$ cat src/rtl/nas_pkg.sv
package nas_pkg;
  localparam int HALF_W = 16;
  localparam int WORD_W = 32;

  typedef enum logic [1:0] {
    BUS_RD_WORD = 2'd0,
    BUS_WR_WORD = 2'd1,
    BUS_WR_BYTE = 2'd2
  } bus_kind_e;

  typedef struct packed {
    bus_kind_e         kind;
    logic [1:0]        lane;
    logic [HALF_W-1:0] data;
  } bus_step_t;

  typedef enum logic [1:0] {
    ST_IDLE  = 2'd0,
    ST_ISSUE = 2'd1,
    ST_FIN   = 2'd2
  } seq_state_e;
endpackage

$ cat src/rtl/nas_planner.sv
module nas_planner
  import nas_pkg::*;
(
  input  logic [1:0]        off_i,
  input  logic [2:0]        len_i,
  input  logic              we_i,
  input  logic [WORD_W-1:0] wdata_i,
  output logic              legal_o,
  output logic              two_o,
  output bus_step_t         s0_o,
  output bus_step_t         s1_o
);
  logic [2:0] span;
  assign span    = {1'b0, off_i} + len_i;
  assign legal_o = (len_i != 3'd0) && (len_i <= 3'd3) && (span <= 3'd4);

  always_comb begin
    two_o = 1'b0;
    s0_o  = '{kind: BUS_RD_WORD, lane: {off_i[1], 1'b0}, data: '0};
    s1_o  = '{kind: BUS_RD_WORD, lane: 2'd2, data: '0};
    if (!we_i) begin
      two_o = ({1'b0, len_i} + {3'b0, off_i[0]}) > 4'd2;
    end else begin
      unique case (len_i)
        3'd2: begin
          if (off_i[0]) begin
            two_o = 1'b1;
            s0_o  = '{kind: BUS_WR_BYTE, lane: off_i, data: {8'h00, wdata_i[7:0]}};
            s1_o  = '{kind: BUS_WR_BYTE, lane: off_i + 2'd1, data: {8'h00, wdata_i[15:8]}};
          end else begin
            s0_o  = '{kind: BUS_WR_WORD, lane: off_i, data: wdata_i[15:0]};
          end
        end
        3'd3: begin
          two_o = 1'b1;
          if (off_i[0]) begin
            s0_o = '{kind: BUS_WR_BYTE, lane: off_i, data: {8'h00, wdata_i[7:0]}};
            s1_o = '{kind: BUS_WR_WORD, lane: off_i + 2'd1, data: wdata_i[23:8]};
          end else begin
            s0_o = '{kind: BUS_WR_WORD, lane: off_i, data: wdata_i[15:0]};
            s1_o = '{kind: BUS_WR_BYTE, lane: off_i + 2'd2, data: {8'h00, wdata_i[23:16]}};
          end
        end
        default: begin
          s0_o = '{kind: BUS_WR_BYTE, lane: off_i, data: {8'h00, wdata_i[7:0]}};
        end
      endcase
    end
  end
endmodule

$ cat src/rtl/nas_read_pack.sv
module nas_read_pack
  import nas_pkg::*;
(
  input  logic              clk_i,
  input  logic              rst_ni,
  input  logic              clear_i,
  input  logic              cap_i,
  input  logic              second_i,
  input  logic              split_i,
  input  logic              hi_i,
  input  logic [HALF_W-1:0] half_i,
  output logic [WORD_W-1:0] data_o
);
  always_ff @(posedge clk_i or negedge rst_ni) begin
    if (!rst_ni) begin
      data_o <= '0;
    end else if (clear_i) begin
      data_o <= '0;
    end else if (cap_i) begin
      if (second_i || (!split_i && hi_i)) data_o[WORD_W-1:HALF_W] <= half_i;
      else                                data_o[HALF_W-1:0]      <= half_i;
    end
  end
endmodule

$ cat src/rtl/narrow_access_seq.sv
module narrow_access_seq
  import nas_pkg::*;
#(
  parameter int AW = 16
) (
  input  logic              clk_i,
  input  logic              rst_ni,
  input  logic              req_i,
  input  logic              we_i,
  input  logic [AW-1:0]     addr_i,
  input  logic [2:0]        len_i,
  input  logic [31:0]       wdata_i,
  output logic              done_o,
  output logic [31:0]       rdata_o,
  output logic              bus_valid_o,
  output logic [1:0]        bus_kind_o,
  output logic [AW-1:0]     bus_addr_o,
  output logic [15:0]       bus_wdata_o,
  input  logic              bus_ready_i,
  input  logic [15:0]       bus_rdata_i
);
  seq_state_e        state_q;
  logic              step_q, we_q;
  logic [AW-1:0]     addr_q;
  logic [2:0]        len_q;
  logic [WORD_W-1:0] wdata_q;
  logic              legal, two, hs, accept;
  bus_step_t         s0, s1, cur;

  nas_planner i_planner (
    .off_i   (addr_q[1:0]),
    .len_i   (len_q),
    .we_i    (we_q),
    .wdata_i (wdata_q),
    .legal_o (legal),
    .two_o   (two),
    .s0_o    (s0),
    .s1_o    (s1)
  );

  assign cur         = step_q ? s1 : s0;
  assign bus_valid_o = (state_q == ST_ISSUE) && legal;
  assign bus_kind_o  = cur.kind;
  assign bus_addr_o  = {addr_q[AW-1:2], cur.lane};
  assign bus_wdata_o = cur.data;
  assign hs          = bus_valid_o && bus_ready_i;
  assign accept      = (state_q == ST_IDLE) && req_i;
  assign done_o      = (state_q == ST_FIN);

  nas_read_pack i_pack (
    .clk_i    (clk_i),
    .rst_ni   (rst_ni),
    .clear_i  (accept),
    .cap_i    (hs && !we_q),
    .second_i (step_q),
    .split_i  (two),
    .hi_i     (addr_q[1]),
    .half_i   (bus_rdata_i),
    .data_o   (rdata_o)
  );

  always_ff @(posedge clk_i or negedge rst_ni) begin
    if (!rst_ni) begin
      state_q <= ST_IDLE;
      step_q  <= 1'b0;
      we_q    <= 1'b0;
      addr_q  <= '0;
      len_q   <= '0;
      wdata_q <= '0;
    end else begin
      unique case (state_q)
        ST_IDLE: if (req_i) begin
          state_q <= ST_ISSUE;
          step_q  <= 1'b0;
          we_q    <= we_i;
          addr_q  <= addr_i;
          len_q   <= len_i;
          wdata_q <= wdata_i;
        end
        ST_ISSUE: begin
          if (!legal) state_q <= ST_FIN;
          else if (hs) begin
            if (step_q || !two) state_q <= ST_FIN;
            else                step_q  <= 1'b1;
          end
        end
        default: state_q <= ST_IDLE;
      endcase
    end
  end
endmodule

$ cat config.mk
export PLATFORM = sky130hd
export DESIGN_NAME = narrow_access_seq
export DESIGN_NICKNAME = d
export VERILOG_FILES = /design/src/rtl/nas_pkg.sv /design/src/rtl/nas_planner.sv /design/src/rtl/nas_read_pack.sv /design/src/rtl/narrow_access_seq.sv
export SDC_FILE = /design/constraint.sdc
export NUM_CORES = 1
export LEC_CHECK = 0
export BUFFER_PORTS_ARGS = -buffer_cell sky130_fd_sc_hd__buf_2
export CAP_MARGIN = 20
export CORE_MARGIN = 2
export CORE_UTILIZATION = 45
export DETAILED_ROUTE_END_ITERATION = 10
export HOLD_SLACK_MARGIN = 0.1
export PLACE_DENSITY = 0.79
export SKIP_LAST_GASP = 1
export SYNTH_ARGS = -nofsm -noshare
export SYNTH_HDL_FRONTEND = slang
export SYNTH_HIERARCHICAL = 1
export SYNTH_SLANG_ARGS = --single-unit
$ cat constraint.sdc
create_clock -name clk_i -period 4.9 [get_ports clk_i]
set_input_delay 0.49 -clock clk_i [delete_from_list [all_inputs] [get_ports clk_i]]
set_output_delay 0.49 -clock clk_i [all_outputs]
set_load 0.02 [all_outputs]
==> metrics.cfg, run 1 <==
[placed_design]
placed_cell_area_um2=4900
place_hpwl_mm=6.27
portBuffers=131
place.gp.congestion=0.819
pre_cts_ws_ns=1.66

[finish]
area_delta_synth_final_pct=17.0
drive_gt1_share_pct=48.1
layout.cells.most_common_list=buf_2 (130), dfrtp_1 (79), nand2b_1 (50), mux2_4 (43), mux2i_1 (32)
fillers=837
regArea_um2=1980
diodes=0
nets=529
stdcell_area_um2=5100
final_common_cell=buf_2
multi_input_area_um2=2060

[critical_path]
critical_path_buf_inv_count=1
required_ns=5.12
rrSetupSlack_ns=1.68
rr_worst_depth=10
crit_slowest_cell=dfrtp_1
startpoint_type=flop
cp.arrival_ns=3.44
end_kind=flop
cpPeakStageDelay_ns=0.72
r2r_end=i_pack/data_o[0]
worstReg2RegStart=addr_q[0]
crit_chain=ha_1 -> inv_1 -> fa_1 -> a21oi_1 -> nor3_1 -> and3b_1 -> nand2_1 -> nor2_1 -> or3b_1 -> mux2i_1
cp_top_family=simple AND/OR/NAND/NOR gates
setup.worst_path.class=reg -> reg
crit_fanout=16

[die]
coreArea_um2=9330
io-pin-count=140
die_y_um=102
row_count=35
die_w_um=102
start_util_pct=46.7
die_area_um2=10500

[run_status]
status=complete, no violations

[sta]
rsz0062_at_grt=no
hold_slack_ns=0.104
fin_skew_ns=0.0118
final.min_clock_period_ns=3.22
worst_pin_slew_ns=1.09
slew_violations=0
setup_ws_ns=1.68
layout_worst_path_cycle_share_pct=65.7
hold_viol=0
slew_headroom_pct=27.4
setup_tns_ns=0
fmax_ghz=0.311
setup_viol=0

[routing]
first_pass_iters=6
routed_wl_mm=9.17
viasPerCell=4.97
dr.first_iter.drc_count=41
wl_per_cell_um=15.6
dr_total_vias=2920
antenna_left=0
drc=0

[yosys]
synth_fp_nets=419
yosysWarnings=6
netlist_instances=344
syn_area_per_cell_um2=12.7
syn_area_um2=4360

[clocking]
cts_sinks=79
cts_setup_buffers=0
cts_inserted_buffers=9
clock_path_buffers=2
cts.repair.resized=0
hold_buffers=0
cts_tree=yes
clkTransAtPathRegs_ns=0.08
insertion_delay_ns=0.35
root_buffer=clkbuf_8
htreeDepth=3

[power]
power_density_nw_per_um2=570
total_power_mw=2.91
peakVddDrop_mv=0.178
leakagePower_nw=2.65

[worst_hold_path]
worstHoldPathType=in -> async

[global_routing]
grt_pass1_vias=2994
grt_max_degree=80
grt_antenna_before_repair=0
overflow=0
grt_pass1_wl_mm=14.6
grtUsageTotal_pct=18.1

[flow_run]
max_cap_violations=0

-- worst max-delay path by stage --
stage / from / endpoint / depth (start not counted) / slack [ns]
finish: addr_q[0] / i_pack/data_o[0] / 10 / 1.68
global route: addr_q[0] / i_pack/data_o[2] / 10 / 1.39
CTS: addr_q[0] / i_pack/data_o[15] / 10 / 1.65
detailed placement: addr_q[0] / i_pack/data_o[0] / 10 / 1.66
global placement: addr_q[0] / i_pack/data_o[15] / 10 / 1.73
floorplan: addr_q[0] / i_pack/data_o[0] / 11 / 2.19
-- sequential cells by signal (all words and copies together) (netlist names) --
| name | flops |
|---|---|
| addr_q | 16 |
| i_pack/data_o | 32 |
| len_q | 3 |
| state_q | 2 |
| step_q | 1 |
| wdata_q | 24 |
| we_q | 1 |
-- layer usage --
metal	wire length [um]	global-route usage (%)	share of wire (%)	up-vias
met5	0	0	0	-
met4	63	4.51	0.69	0
met3	612	6.50	6.7	7
met2	4500	30.4	49	103
met1	4000	22.1	44	1446
li1	-	-	-	1364
-- metrics by stage --
step | instances | util (%)
after floorplan | 344 | -
after global placement | 571 | 52.6
after detailed placement | 571 | 52.6
after CTS | 587 | 54.5
after global routing | 588 | 54.7
final | 588 | 54.7
-- final cells by class --
| type | count | share of cell area [%] |
|---|---|---|
| timing repair buffer | 136 | 13.9 |
| tap | 129 | 3.16 |
| sequential | 79 | 38.8 |
| multi-input combinational | 222 | 40.3 |
| inverter | 6 | 0.442 |
| clock buffer | 12 | 2.85 |
| clock inverter | 4 | 0.613 |
-- power breakdown --
group          leakage, nW  internal, mW  switching, mW
sequential           0.999         0.875          0.243
clock               0.0788         0.199          0.242
combinational         1.58         0.706          0.643
total                 2.65          1.78           1.13
Note: power is estimated with default switching activity, not from simulation.
==> run 2, diff against run 1 <==
--- a/config.mk
+++ b/config.mk
@@ -11,7 +11,7 @@
 export CORE_UTILIZATION = 45
 export DETAILED_ROUTE_END_ITERATION = 10
 export HOLD_SLACK_MARGIN = 0.1
-export PLACE_DENSITY = 0.79
+export PLACE_DENSITY = 0.82
 export SKIP_LAST_GASP = 1
 export SYNTH_ARGS = -nofsm -noshare
 export SYNTH_HDL_FRONTEND = slang
==> constraint.sdc (replaced) <==
create_clock -name clk_i -period 2.6 [get_ports clk_i]
set_input_delay 0.26 -clock clk_i [delete_from_list [all_inputs] [get_ports clk_i]]
set_output_delay 0.26 -clock clk_i [all_outputs]
set_load 0.02 [all_outputs]
==> run 2 against run 1 <==
  * First-iteration DRC count grew 95%
  * Clock skew about the same
  * Flip-flop and latch count stayed put
  * Highest routed layer unchanged
  * Cell area is 3.2% higher
  * Largest cell class unchanged
  * Largest power group unchanged
==> metrics.cfg, run 2 (synthesis gave the netlist of run 1 again) <==
[die]
die_y_um=102
row_count=35
io-pin-count=140
start_util_pct=46.7
die_w_um=102
die_area_um2=10500
coreArea_um2=9330

[clocking]
htreeDepth=3
root_buffer=clkbuf_8
cts_sinks=79
insertion_delay_ns=0.35
clock_path_buffers=2
cts_tree=yes
cts_inserted_buffers=9
clkTransAtPathRegs_ns=0.08

[finish]
stdcell_area_um2=5260
drive_gt1_share_pct=50.3
area_delta_synth_final_pct=20.8
regArea_um2=1980
nets=538
layout.cells.most_common_list=buf_2 (130), dfrtp_1 (77), nand2b_1 (50), mux2_4 (43), mux2i_1 (32)
largest_register_ffs=32
multi_input_area_um2=2080
final_util_pct=56.4
fillers=790
fin_cells=596
diodes=0
top_register=i_pack/data_o
biggestRegsByFlops=i_pack/data_o (32), wdata_q (24), addr_q (16)
final_common_cell=buf_2

[global_routing]
grt_antenna_before_repair=0
grt_pass1_wl_mm=14.9
grt_pass1_vias=3049
grtUsageTotal_pct=18.5
overflow=0
grt_max_degree=86

[critical_path]
crit_start=addr_q[0]
cp.depth=6
crit_fanout=15
worstReg2RegStart=len_q[0]
cp_top_family=simple AND/OR/NAND/NOR gates
r2r_end=i_pack/data_o[2]
end_kind=output port
required_ns=2.34
crit_end=bus_wdata_o[3]
rrSetupSlack_ns=0.16
crit_slowest_cell=nor2b_1
crit_chain=buf_4 -> nor2b_1 -> a22oi_1 -> nor2_1 -> mux2_2 -> buf_2
cp.arrival_ns=2.18
startpoint_type=flop
critical_path_buf_inv_count=2
cpPeakStageDelay_ns=0.57
setup.worst_path.class=reg -> out
rr_worst_depth=10

[routing]
drc=0
dr.first_iter.drc_count=80
dr_total_vias=2972
wl_per_cell_um=16.1
antenna_left=0
first_pass_iters=4
routed_wl_mm=9.58
viasPerCell=4.99

[sta]
rsz0062_at_grt=no
worst_pin_slew_ns=0.702
layout_worst_path_cycle_share_pct=94.0
slew_headroom_pct=53.1
setup_tns_ns=0
setup_viol=0
final.min_clock_period_ns=2.44
fmax_ghz=0.409
slew_violations=0
fin_skew_ns=0.0115
hold_viol=0

[power]
leakagePower_nw=2.74
power_density_nw_per_um2=1110
peakVddDrop_mv=0.422

[placed_design]
place.gp.congestion=0.814
placed_cells=579
place_hpwl_mm=6.63
portBuffers=131
placed_cell_area_um2=4990

[worst_hold_path]
worstHoldPathType=in -> reg

[flow_run]
max_cap_violations=0

[run_status]
status=complete, no violations

[run 2: cell count changes in the layout (fill, tap and decap cells not counted), moves of 2 or more]
cell	previous run	this run
buf_4	5	11
bufinv_16	0	2
clkinv_2	0	2
clkinvlp_4	3	0
dfrtp_1	79	77
dfrtp_2	0	2
[run 2: worst min-delay path by stage]
stage,from,to,cells past startpoint
after detailed placement,rst_ni,addr_q[6],1
after floorplan,rst_ni,addr_q[0],0
after global routing,wdata_i[7],wdata_q[7],2
after global placement,rst_ni,addr_q[6],1
final,addr_i[8],addr_q[8],2
after CTS,addr_i[12],addr_q[12],2
[run 2: worst reg2reg max path, cell delays in order, from the launching register on]
cell and delay, ns:
dfrtp_1 0.36, ha_1 0.17, inv_1 0.05, fa_1 0.49, a21oi_1 0.08, nor3_2 0.15, and3b_2 0.22, nand2_1 0.10
nor2_4 0.12, or3b_4 0.44, mux2i_1 0.14
[run 2: cell type report]
cell class                      count  area share [%]
Clock buffer                       11            2.69
Clock inverter                      4            1.33
Inverter                            6           0.428
Multi-Input combinational cell    222            39.5
Sequential cell                    79            37.6
Tap cell                          129            3.07
Timing Repair Buffer              145            15.4
[run 2: layer usage]
| layer | wire (um) | up-vias | track usage [%] |
|---|---|---|---|
| met5 | 0 | - | 0 |
| met4 | 118 | 0 | 4.92 |
| met3 | 635 | 12 | 6.36 |
| met2 | 4670 | 120 | 31.1 |
| met1 | 4160 | 1461 | 22.8 |
| li1 | - | 1379 | - |
[run 2: timing repair]
| item | CTS | global route |
|---|---|---|
| buffers inserted | 0 | 0 |
| gates resized for setup | 3 | 3 |
| endpoints found under the setup margin | 13 | 28 |
| hold buffers | 1 | 0 |
| pin swaps | 0 | 1 |
| hold endpoints to repair | 50 | 0 |
[run 2: through the flow]
step,hold WS [ns],worst slack (ns),total power [mW]
after floorplan,-0.0356,0.00272,4.26
after global placement,0.331,-0.0115,4.68
after detailed placement,0.350,-0.0595,4.78
after CTS,0.118,0.0340,5.82
after global routing,0.115,0.00972,6.19
final,0.137,0.157,5.85
[run 2: power breakdown]
| part | switching (mW) | internal (mW) | total, mW | leakage (nW) |
|---|---|---|---|---|
| sequential | 0.361 | 1.65 | 2.02 | 0.997 |
| combinational | 1.39 | 1.44 | 2.83 | 1.63 |
| clock | 0.446 | 0.560 | 1.01 | 0.109 |
==> run 3, diff against run 2 <==
--- a/config.mk
+++ b/config.mk
@@ -8,10 +8,10 @@
 export BUFFER_PORTS_ARGS = -buffer_cell sky130_fd_sc_hd__buf_2
 export CAP_MARGIN = 20
 export CORE_MARGIN = 2
-export CORE_UTILIZATION = 45
+export CORE_UTILIZATION = 47
 export DETAILED_ROUTE_END_ITERATION = 10
 export HOLD_SLACK_MARGIN = 0.1
-export PLACE_DENSITY = 0.82
+export PLACE_DENSITY = 0.85
 export SKIP_LAST_GASP = 1
 export SYNTH_ARGS = -nofsm -noshare
 export SYNTH_HDL_FRONTEND = slang
==> run 3 against run 2 <==
  * First-iteration DRC count shrank 10%
  * Cell area shrank 0.55%
  * Setup slack lost 0.025 ns
  * Clock skew shrank 0.0029 ns
  * Worst hold slack gained 0.0094 ns
  * Die area shrank 4.1%
  * Total power shrank 1.7%
  * Critical path depth grew 4
  * Global-route usage grew 0.24 points
  * Sequential share of layout area grew 0.18 points
==> metrics.cfg, run 3 (synthesis gave the netlist of run 1 again) <==
[run_status]
status=complete, no violations

[critical_path]
worstReg2RegStart=len_q[0]
crit_fanout=5
cpPeakStageDelay_ns=0.49
end_kind=flop
rr_worst_depth=10
required_ns=2.82
crit_start=len_q[0]
startpoint_type=flop
setup.worst_path.class=reg -> reg
cp.arrival_ns=2.68
crit_chain=ha_2 -> inv_1 -> fa_1 -> a21oi_1 -> nor3_2 -> and3b_2 -> nand2_2 -> nor2_4 -> or3b_4 -> mux2i_1
crit_slowest_cell=fa_1

[placed_design]
pre_cts_ws_ns=-0.115
portBuffers=131
placed_cell_area_um2=4960
place_hpwl_mm=6.39
placed_cells=561
place.gp.congestion=0.793

[finish]
drive_gt1_share_pct=50.6
diodes=0
nets=540
multi_input_area_um2=2080
final_common_cell=buf_2
biggestRegsByFlops=i_pack/data_o (32), wdata_q (24), addr_q (16)
fin_cells=581
area_delta_synth_final_pct=20.1
layout.cells.most_common_list=buf_2 (130), dfrtp_1 (78), nand2b_1 (50), mux2_4 (43), mux2i_1 (32)
largest_register_ffs=32
regArea_um2=1980
fillers=767
stdcell_area_um2=5240
top_register=i_pack/data_o
final_util_pct=57.5

[routing]
routed_wl_mm=9.03
wl_per_cell_um=15.5
dr.first_iter.drc_count=72
antenna_left=0
first_pass_iters=4
dr_total_vias=2899
drc=0
viasPerCell=4.99

[sta]
final.min_clock_period_ns=2.47
setup_tns_ns=0
fin_skew_ns=0.00863
rsz0062_at_grt=yes
hold_viol=0
hold_slack_ns=0.147
setup_ws_ns=0.132
setup_viol=0
fmax_ghz=0.405
slew_headroom_pct=55.4
worst_pin_slew_ns=0.667
slew_violations=0
layout_worst_path_cycle_share_pct=94.9

[worst_hold_path]
hold_depth=2
hold_path.startpoint=wdata_i[0]
worstHoldPathType=in -> reg

[power]
peakVddDrop_mv=0.354
leakagePower_nw=2.73
seq_power_share_pct=34.6
total_power_mw=5.75
p_comb_share_pct=49.4
p_sw_mw=2.16
p_int_mw=3.59
p_sw_share_pct=37.6
clockPowerShare_pct=16.0
power_density_nw_per_um2=1100

[global_routing]
grt_pass1_vias=3045
grt_pass1_wl_mm=15.1
overflow=0
grt_antenna_before_repair=0
grtUsageTotal_pct=18.7
grt_max_degree=65

[die]
start_util_pct=47.9
die_area_um2=10100
die_y_um=100
coreArea_um2=9110
row_count=35
die_w_um=100
io-pin-count=140

[clocking]
root_buffer=clkbuf_8
clock_path_buffers=2
clkTransAtPathRegs_ns=0.09
cts_inserted_buffers=9
insertion_delay_ns=0.33
cts_tree=yes
cts_sinks=79
htreeDepth=3

[flow_run]
max_cap_violations=0

-- run 3: cell count changes in the layout (fill, tap and decap cells not counted), sizes merged --
cell,change
buf,+2
clkinv,-2
clkinvlp,+2
bufinv,-1
clkbuf,+1
inv,+1
-- run 3: power by group through the flow --
| stage | Combinational (mW) | Sequential [mW] | Clock (mW) |
|---|---|---|---|
| 5_1_grt | 3.08 | 2.06 | 1.00 |
| 3_3_place_gp | 2.64 | 2.01 | 0 |
| 4_1_cts | 2.75 | 2.03 | 0.946 |
| 3_5_place_dp | 2.69 | 2.05 | 0 |
| 6_report | 2.84 | 1.99 | 0.919 |
| 2_1_floorplan | 2.26 | 2.00 | 0 |
-- run 3: timing repair --
action / CTS / global route
buffers inserted: 0 / 2
hold buffers: 1 / 0
cloned: 0 / 0
resized for setup: 4 / 3
pin swaps: 0 / 1
endpoints found under the setup margin: 21 / 21
endpoints found under the hold margin: 37 / 0
-- run 3: area by class of cell --
| type | instances | area share, % |
|---|---|---|
| multi-input cells | 222 | 39.8 |
| flip-flops and latches | 79 | 37.8 |
| repair buffers | 147 | 15.5 |
| clock buffers | 12 | 2.77 |
| well taps | 111 | 2.65 |
| clock inverters | 4 | 1.03 |
| inverters | 6 | 0.430 |
-- run 3: per-layer routing --
layer  track usage [%]  share of wire (%)  vias to the layer above
li1                  -                  -                     1394
met1              25.7                 46                     1415
met2              30.6                 48                       82
met3              3.62                4.9                        8
met4              5.06               0.88                        0
met5                 0                  0                        -
-- run 3: path summary, 6_finish.rpt --
kind / to / slack, ns
setup / recovery: i_pack/data_o[15] / 0.13
hold / removal: wdata_q[0] / 0.15
setup reg to reg: i_pack/data_o[15] / 0.13
hold reg to reg: addr_q[2] / 0.51
max in group asynchronous: i_pack/data_o[16] / 1.48
min in group asynchronous: addr_q[4] / 0.44
-- run 3: critical path: cells and delay by family (launching register included) --
family	cells	cell delay, ns
muxes	1	0.14
buffers and inverters	1	0.05
and+or+nand+nor	5	1.05
DFF	1	0.36
adders and majority gates	2	0.67
AOI/OAI and AO/OA	1	0.08
